==> config.mk <==
export PLATFORM = sky130hd
export DESIGN_NAME = irq_hub
export DESIGN_NICKNAME = d
export VERILOG_FILES = /design/src/rtl/irq_hub_pkg.sv /design/src/rtl/irq_hub_cfg.sv /design/src/rtl/irq_hub_status.sv /design/src/rtl/irq_hub_arb.sv /design/src/rtl/irq_hub.sv
export SDC_FILE = /design/constraint.sdc
export NUM_CORES = 1
export LEC_CHECK = 0
export ABC_AREA = 1
export BUFFER_PORTS_ARGS = -buffer_cell sky130_fd_sc_hd__buf_2
export CORE_ASPECT_RATIO = 1.1
export CORE_MARGIN = 2
export CORE_UTILIZATION = 60
export CTS_CLUSTER_DIAMETER = 150
export CTS_CLUSTER_SIZE = 16
export DETAILED_ROUTE_END_ITERATION = 16
export GPL_TIMING_DRIVEN = 0
export HOLD_SLACK_MARGIN = 0.1
export PLACE_DENSITY = 0.94
export SYNTH_ARGS = -nofsm -noshare
export SYNTH_HDL_FRONTEND = slang
export SYNTH_SLANG_ARGS = --single-unit
==> constraint.sdc <==
create_clock -name clk -period 2.42 [get_ports clk]
set_input_delay 0.121 -clock clk [delete_from_list [all_inputs] [get_ports clk]]
set_output_delay 0.121 -clock clk [all_outputs]
set_load 0.02 [all_outputs]
==> src/rtl/irq_hub_pkg.sv <==
`timescale 1ns/1ps
package irq_hub_pkg;
  localparam int LINES     = 8;
  localparam int IDX_W     = $clog2(LINES);
  localparam int DW        = 8;
  localparam logic [DW-1:0] BASE_KEEP = ~DW'((1 << IDX_W) - 1);

  typedef enum logic [1:0] {POS_IDLE, POS_BASE, POS_LINK, POS_MODE} init_pos_e;

  typedef enum logic [2:0] {
    K_RDREQ, K_RDISR, K_INIT2, K_INIT3, K_EOI_NS, K_EOI_SP, K_PRIO, K_BAD
  } cmd_kind_e;

  function automatic cmd_kind_e classify(input logic [DW-1:0] c);
    if (c == 8'h0A)              return K_RDREQ;
    else if (c == 8'h0B)         return K_RDISR;
    else if (c == 8'h10)         return K_INIT2;
    else if (c == 8'h11)         return K_INIT3;
    else if (c[7:3] == 5'b00100) return K_EOI_NS;
    else if (c[7:3] == 5'b01100) return K_EOI_SP;
    else if (c[7:3] == 5'b11000) return K_PRIO;
    else                         return K_BAD;
  endfunction

  function automatic logic [IDX_W-1:0] lowest_idx(input logic [LINES-1:0] v);
    logic [IDX_W-1:0] r;
    r = '0;
    for (int i = LINES - 1; i >= 0; i--) begin
      if (v[i]) r = IDX_W'(i);
    end
    return r;
  endfunction

  function automatic logic [DW-1:0] compose_vector(input logic [DW-1:0] base,
                                                   input logic [IDX_W-1:0] idx);
    return base | DW'(idx);
  endfunction
endpackage

==> src/rtl/irq_hub_cfg.sv <==
`timescale 1ns/1ps
module irq_hub_cfg
  import irq_hub_pkg::*;
(
  input  logic             clk,
  input  logic             rst_n,
  input  logic             bus_wr,
  input  logic             bus_sel,
  input  logic [DW-1:0]    bus_wdata,
  output logic [LINES-1:0] mask_q,
  output logic [DW-1:0]    base_q,
  output logic             aeoi_q,
  output logic             rd_isr_q,
  output logic             eoi_ns,
  output logic             eoi_sp,
  output logic [IDX_W-1:0] eoi_lvl,
  output logic             cmd_err
);
  cmd_kind_e kind;
  init_pos_e pos_q, last_q;
  logic      cmd_wr, dat_wr;

  assign kind    = classify(bus_wdata);
  assign cmd_wr  = bus_wr && !bus_sel;
  assign dat_wr  = bus_wr && bus_sel;
  assign eoi_ns  = cmd_wr && (kind == K_EOI_NS);
  assign eoi_sp  = cmd_wr && (kind == K_EOI_SP);
  assign eoi_lvl = bus_wdata[IDX_W-1:0];

  always_ff @(posedge clk) begin
    if (!rst_n) begin
      mask_q   <= '1;
      base_q   <= '0;
      aeoi_q   <= 1'b0;
      rd_isr_q <= 1'b0;
      pos_q    <= POS_IDLE;
      last_q   <= POS_IDLE;
      cmd_err  <= 1'b0;
    end else begin
      cmd_err <= 1'b0;
      if (cmd_wr) begin
        case (kind)
          K_RDREQ: rd_isr_q <= 1'b0;
          K_RDISR: rd_isr_q <= 1'b1;
          K_INIT2: begin pos_q <= POS_BASE; last_q <= POS_LINK; end
          K_INIT3: begin pos_q <= POS_BASE; last_q <= POS_MODE; end
          K_BAD:   cmd_err <= 1'b1;
          default: ;
        endcase
      end
      if (dat_wr) begin
        case (pos_q)
          POS_IDLE: mask_q <= bus_wdata[LINES-1:0];
          POS_BASE: base_q <= bus_wdata & BASE_KEEP;
          POS_MODE: aeoi_q <= bus_wdata[1];
          default:  ;
        endcase
        if (pos_q != POS_IDLE)
          pos_q <= (pos_q == last_q) ? POS_IDLE : init_pos_e'(pos_q + 2'd1);
      end
    end
  end
endmodule

==> src/rtl/irq_hub_status.sv <==
`timescale 1ns/1ps
module irq_hub_status
  import irq_hub_pkg::*;
(
  input  logic             clk,
  input  logic             rst_n,
  input  logic [LINES-1:0] irq_in,
  input  logic             grant_fire,
  input  logic [IDX_W-1:0] grant_idx,
  input  logic             aeoi_q,
  input  logic             eoi_ns,
  input  logic             eoi_sp,
  input  logic [IDX_W-1:0] eoi_lvl,
  output logic [LINES-1:0] req_q,
  output logic [LINES-1:0] isr_q
);
  logic [LINES-1:0] irq_prev, rise, gmask;

  assign rise  = irq_in & ~irq_prev;
  assign gmask = grant_fire ? (LINES'(1) << grant_idx) : '0;

  always_ff @(posedge clk) begin
    if (!rst_n) begin
      irq_prev <= '0;
      req_q    <= '0;
      isr_q    <= '0;
    end else begin
      irq_prev <= irq_in;
      req_q    <= (req_q & ~gmask) | rise;
      if (grant_fire && !aeoi_q)        isr_q <= gmask;
      else if (eoi_ns)                  isr_q <= '0;
      else if (eoi_sp && isr_q[eoi_lvl]) isr_q <= '0;
    end
  end
endmodule

==> src/rtl/irq_hub_arb.sv <==
`timescale 1ns/1ps
module irq_hub_arb
  import irq_hub_pkg::*;
(
  input  logic             clk,
  input  logic             rst_n,
  input  logic [LINES-1:0] req_q,
  input  logic [LINES-1:0] mask_q,
  input  logic [LINES-1:0] isr_q,
  input  logic [DW-1:0]    base_q,
  input  logic             cpu_ie,
  input  logic             vec_ack,
  output logic             grant_fire,
  output logic [IDX_W-1:0] grant_idx,
  output logic             vec_valid,
  output logic [DW-1:0]    vec_data
);
  logic [LINES-1:0] pending;

  assign pending    = req_q & ~mask_q;
  assign grant_idx  = lowest_idx(pending);
  assign grant_fire = cpu_ie && !(|isr_q) && !vec_valid && (|pending);

  always_ff @(posedge clk) begin
    if (!rst_n) begin
      vec_valid <= 1'b0;
      vec_data  <= '0;
    end else if (grant_fire) begin
      vec_valid <= 1'b1;
      vec_data  <= compose_vector(base_q, grant_idx);
    end else if (vec_valid && vec_ack) begin
      vec_valid <= 1'b0;
    end
  end
endmodule

==> src/rtl/irq_hub.sv <==
`timescale 1ns/1ps
module irq_hub
  import irq_hub_pkg::*;
(
  input  logic             clk,
  input  logic             rst_n,
  input  logic             bus_wr,
  input  logic             bus_sel,
  input  logic [DW-1:0]    bus_wdata,
  output logic [DW-1:0]    bus_rdata,
  input  logic [LINES-1:0] irq_in,
  input  logic             cpu_ie,
  output logic             vec_valid,
  output logic [DW-1:0]    vec_data,
  input  logic             vec_ack,
  output logic             cmd_err
);
  logic [LINES-1:0] mask_q, req_q, isr_q;
  logic [DW-1:0]    base_q;
  logic             aeoi_q, rd_isr_q, eoi_ns, eoi_sp, grant_fire;
  logic [IDX_W-1:0] eoi_lvl, grant_idx;

  irq_hub_cfg u_cfg (
    .clk, .rst_n, .bus_wr, .bus_sel, .bus_wdata,
    .mask_q, .base_q, .aeoi_q, .rd_isr_q,
    .eoi_ns, .eoi_sp, .eoi_lvl, .cmd_err
  );

  irq_hub_status u_status (
    .clk, .rst_n, .irq_in, .grant_fire, .grant_idx, .aeoi_q,
    .eoi_ns, .eoi_sp, .eoi_lvl, .req_q, .isr_q
  );

  irq_hub_arb u_arb (
    .clk, .rst_n, .req_q, .mask_q, .isr_q, .base_q, .cpu_ie, .vec_ack,
    .grant_fire, .grant_idx, .vec_valid, .vec_data
  );

  assign bus_rdata = bus_sel  ? DW'(mask_q) :
                     rd_isr_q ? DW'(isr_q)  : DW'(req_q);
endmodule

; ---- Yosys cells after proc, flatten, opt, wreduce, memory -nomap -nowiden
; Index checks and enable logic that the tools add are counted.
[totals]
output_inout_bits = 18
register_bits = 53
in_bits = 22
wordCells = 102
[op_classes]
eq_ne = 16
n_mux = 33
bitwise = 8
n_reduce_logical = 30
magnitude_cmp = 1
n_shift = 1
addsub = 1
[ops]
columns = cell, count
row1 = 2-to-1 mux 8 bit, 6
row2 = 2-to-1 mux 3 bit, 14
row3 = AND 8 bit, 3
row4 = inverter 8 bit, 3
row5 = equality test 8 x 4 -> 1 bit (second input constant), 2
row6 = equality test 8 x 5 -> 1 bit (second input constant), 2
row7 = OR reduction 8 bit, 2
row8 = AND reduction 2 bit, 6
row9 = logical AND 1 bit, 10
row10 = 2-to-1 mux 2 bit, 5
row11 = equality test 3 bit (second input constant), 3
row12 = bitwise OR 8 x 3 -> 8 bit, 1
row13 = bitwise OR 8 bit, 1
row14 = nonzero test 2 bit, 4
row15 = << shifter 1 x 3 -> 8 bit (first input constant), 1
row16 = equality test 3 x 2 -> 1 bit (second input constant), 2
row17 = equality test 5 x 3 -> 1 bit (second input constant), 1
row18 = equality test 5 x 4 -> 1 bit (second input constant), 1
row19 = equality test 5 bit (second input constant), 1
row20 = 2-to-1 mux 1 bit, 5
row21 = zero test 1 bit, 4
row22 = < comparator 3 x 4 -> 1 bit (second input constant), 1
row23 = case mux 2 bit (2 select lines), 1
row24 = binary-select mux 1 bit (select 3 bit), 1
row25 = 10 further kinds, 10

; ---- Logic depth before layout (Yosys ltp)
[depth]
word_depth = 15
mapped_depth = 12
mapped_depth_nobuf = 12

; ---- Cells and area by module
; Synthesis repeated with hierarchy kept, for this count alone.
[unflattened]
hier_cells = 424
hier_area_um2 = 2885.3
[modules_own_cells]
columns = module, area_per_inst_um2, n_inst, seq_area_each_um2, cells_each
row1 = irq_hub_cfg, 1103.6, 1, 400.4, 147
row2 = irq_hub_status, 969.7, 1, 480.5, 130
row3 = irq_hub_arb, 571.8, 1, 180.2, 87
row4 = irq_hub, 240.2, 1, 0.0, 60

; ---- Least setup slack after synthesis
; No wires, ideal clock.
[synth_timing]
kind = register to register
from = register u_arb.vec_valid
to = register u_arb.vec_data[4]
stages_incl_launch_ff = 11
n_path_buf = 1
required_ns = 2.304
setup_ns = 0.116
synth_period_minus_slack_ns = 1.349
setup_slack_ns = 1.071
arrival_ns = 1.233
path_cell_list = dfxtp_1 -> nor2_1 -> nand3_1 -> nor2_1 -> nand2_2 -> clkinv_2 -> nand2_4 -> inv_6 -> buf_8 -> o21ai_1 -> a21oi_1
[synth_via]
elab_chain_cells = 3
[synth_lines]
columns = item, line
row1 = start: declaration, irq_hub_arb.sv:15  ; output logic vec_valid,
row2 = start signal: assignment, irq_hub_arb.sv:26  ; vec_valid <= 1'b0;
row3 = start signal: assignment, irq_hub_arb.sv:29  ; vec_valid <= 1'b1;
row4 = start signal: assignment, irq_hub_arb.sv:32  ; vec_valid <= 1'b0;
row5 = zero test 1 bit, irq_hub_arb.sv:22  ; assign grant_fire = cpu_ie && !(|isr_q) && !vec_valid && (|pending);
row6 = logical AND 1 bit (2 in series), irq_hub_arb.sv:22
row7 = end signal: assignment, irq_hub_arb.sv:30  ; vec_data <= compose_vector(base_q, grant_idx);
row8 = end: declaration, irq_hub_arb.sv:16  ; output logic [DW-1:0] vec_data
; No other way between the ends.
; A chain may end at the register's enable or synchronous reset.

; ---- Final worst setup path
[layout_timing]
from = register u_cfg.rd_isr_q
to = output bus_rdata[3]
[layout_via]
elab_chain_cells = 2
[layout_lines]
columns = item, line
row1 = start: declaration, irq_hub_cfg.sv:13  ; output logic rd_isr_q,
row2 = start signal: assignment, irq_hub_cfg.sv:35  ; rd_isr_q <= 1'b0;
row3 = start signal: assignment, irq_hub_cfg.sv:43  ; K_RDREQ: rd_isr_q <= 1'b0;
row4 = start signal: assignment, irq_hub_cfg.sv:44  ; K_RDISR: rd_isr_q <= 1'b1;
row5 = 2-to-1 mux 8 bit, irq_hub.sv:40  ; rd_isr_q ? DW'(isr_q) : DW'(req_q);
row6 = 2-to-1 mux 8 bit, irq_hub.sv:39  ; assign bus_rdata = bus_sel ? DW'(mask_q) :
row7 = end: declaration, irq_hub.sv:10  ; output logic [DW-1:0] bus_rdata,
; No other way between the ends.

==> impl_metrics.json <==
{
  "yosysWarningCount": 0,
  "internal-power_mw": 1.41,
  "reg2regPathDepth": 7,
  "max_freq_mhz": 555,
  "cp-end-kind": "output pin",
  "num_rows": 25,
  "grt_pass1_wl_um": 11500,
  "ys_async_sr_fraction_pct": 0,
  "viasPerCell": 5.66,
  "power_leakage_nw": 1.50,
  "cts_resized": 0,
  "io_pins": 40,
  "cts_buffers": 5,
  "synthTopCellsByArea": "dfxtp_1, a21oi_1, nand2_1",
  "fp.dieH_um": 73.7,
  "initial_core_util_pct": 61.8,
  "setup_violations": 0,
  "drv_slew": 0,
  "gp_congestion": 0.970,
  "hpwl_um": 5140,
  "clock_latency_ns": 0.31,
  "yosysSeqAreaShare_pct": 40.1,
  "vias": 2661,
  "synth-seq-cells": 53,
  "fin_ws_ns": 0.617,
  "clockRootBuffer": "clkbuf_8",
  "arrival_ns": 1.68,
  "antenna_cells": 0,
  "tightest_slew_ns": 0.518,
  "core_area_um2": 4290,
  "cts_max_level": 2,
  "synthToLayoutAreaGrowth_pct": 17.5,
  "pwr-share-comb_pct": 21.4,
  "routedWlPerCell_um": 14.7,
  "r2r_slack_ns": 0.77,
  "rr_endpoint": "u_cfg.mask_q[5]",
  "post-route-period-util_pct": 74.5,
  "cts_tree": "done",
  "grt.overflow.total": 0,
  "fin_nets": 440,
  "tns_ns": 0,
  "min_path_type": "input port to flop",
  "drt_iter0_markers": 238,
  "final_layout_size_suffix_gt1_share_pct": 18.8,
  "drc_errors": 0,
  "syn_nets": 386,
  "routed_wl_um": 6920,
  "dieArea_um2": 4960,
  "min_from": "rst_n",
  "synth-edff-count": 0,
  "r2r_start": "u_cfg.pos_q[0]",
  "p_sw_mw": 0.599,
  "layout_common_cells": "nand2_1, dfxtp_1, inv_1",
  "drv_cap": 0,
  "synth_area_um2": 2650,
  "track_usage_pct": 30.8,
  "syn_area_per_cell_um2": 7.33,
  "status": "complete, no violations",
  "rsz0062_at_grt": "no",
  "synth_cells": 361,
  "slew_headroom_pct": 65.4,
  "synth_top_area_share_pct": 40.1,
  "worst_ir_drop_vdd_mv": 0.431,
  "cts_setup_buffers": 0,
  "hold_viol_final": 0,
  "crit_path_start_kind": "flop",
  "clkSinkCount": 53,
  "crit_fanout": 10,
  "power.density_nw_per_um2": 647,
  "dieWidth_um": 67.3,
  "min_period_ns": 1.80,
  "holdPathStages": 3,
  "cts_buffer_depth": 2,
  "power_frac_seq_pct": 47.8,
  "netSwitchingFraction_pct": 29.7,
  "dr.pass1.iters": 5,
  "grt_pass1_vias": 2590,
  "required_ns": 2.30,
  "fin_skew_ns": 0.00832,
  "synth_top_area_cell": "dfxtp_1",
  "crit_type": "flop to output pin",
  "grt_max_degree": 16,
  "ant_nets": 0,
  "hold_end": "u_status.irq_prev[0]",
  "clk_pin_slew_ns": 0.09,
  "synth_flop_cell": "dfxtp_1",
  "antenna_found_initial": 0,
  "clockPowerShare_pct": 30.8,
  "synth_cell_type_count": 37,
  "port_buffers": 38,
  "mostFrequentLayoutCell": "nand2_1",
  "place_ws_ns": 0.888
}
-- power by group through the flow --
| stage | logic [mW] | clock network [mW] | registers, mW |
|---|---|---|---|
| after floorplan | 0.268 | 0 | 0.999 |
| after global placement | 0.391 | 0 | 0.978 |
| after detailed placement | 0.409 | 0 | 0.981 |
| after CTS | 0.423 | 0.627 | 0.961 |
| after global routing | 0.467 | 0.662 | 0.968 |
| final | 0.430 | 0.621 | 0.962 |
-- cells in the mapped netlist (3+ instances only) --
cell and n:
nand4_1 20, nand2_2 7, nand2_4 3, a21oi_1 47, clkbuf_1 5, inv_1 48
o22ai_1 3, nor2_1 36, o21ai_1 3, o21ai_0 30, ha_1 3, nand3_1 10
dfxtp_1 53, nand2_1 62
-- stage by stage --
stage	total power [mW]	cell area (um^2)	util [%]	hold slack [ns]	cells
after detailed placement	1.39	2910	67.8	0.324	453
after floorplan	1.27	2650	-	0.225	361
after CTS	2.01	3110	72.6	0.101	470
final	2.01	3110	72.6	0.120	470
after global placement	1.37	2910	67.8	0.314	453
after global routing	2.10	3110	72.6	0.124	470
-- routing by layer --
metal  vias to the layer above  GRT usage, %  routed length, um
li1                       1290             -                  -
met1                      1186          37.2               2740
met2                       147          50.7               3360
met3                        38          4.90                509
met4                         0          19.3                308
met5                         -             0                  0
-- repair_timing --
item | in CTS | in global routing
setup endpoints to repair | 0 | 0
endpoints found under the hold margin | 11 | 0
hold buffers | 9 | 0
-- registers in the layout, indices dropped and copies added, names as in the netlist, 2 cells and up --
signal and flops:
u_status.isr_q 8, u_cfg.base_q 5, u_status.irq_prev 8, u_arb.vec_data 8, u_cfg.pos_q 2, u_cfg.mask_q 8, u_status.req_q 8, u_cfg.last_q 2
-- cells by family after synthesis --
| family | after synthesis | synth area share, % |
|---|---|---|
| simple gates | 150 | 28.6 |
| compound gates | 91 | 19.1 |
| buf+inv | 63 | 10.5 |
| flops | 53 | 40.1 |
| fa+ha+maj | 3 | 1.42 |
| xor+xnor | 1 | 0.331 |
-- area by class of cell --
cell class                      instances  area (um^2)
Tap cell                               54         67.6
Timing Repair Buffer                   47          280
Buffer                                 11         76.3
Inverter                               52          201
Fill cell                             317         1170
Clock buffer                            7         86.3
Sequential cell                        53         1060
Clock inverter                          1         30.0
Multi-Input combinational cell        245         1310
-- how the worst max path moves through the flow --
stage,start,endpoint,slack [ns],cells past startpoint
after floorplan,u_arb.vec_valid,u_arb.vec_data[4],1.07,10
after global placement,u_cfg.mask_q[7],u_status.req_q[0],1.0,11
after detailed placement,u_cfg.pos_q[0],u_cfg.mask_q[5],0.89,7
after CTS,u_cfg.rd_isr_q,bus_rdata[2],0.67,5
after global routing,u_cfg.rd_isr_q,bus_rdata[6],0.46,6
final,u_cfg.rd_isr_q,bus_rdata[3],0.62,5
-- worst max-delay path, cell delays in order, from the launching register on --
cell      delay, ns
dfxtp_1        0.34
inv_1          0.13
clkbuf_1       0.37
a21oi_1        0.12
a21oi_1        0.21
buf_2          0.21
No activity file was read; power rests on OpenSTA's default activity.
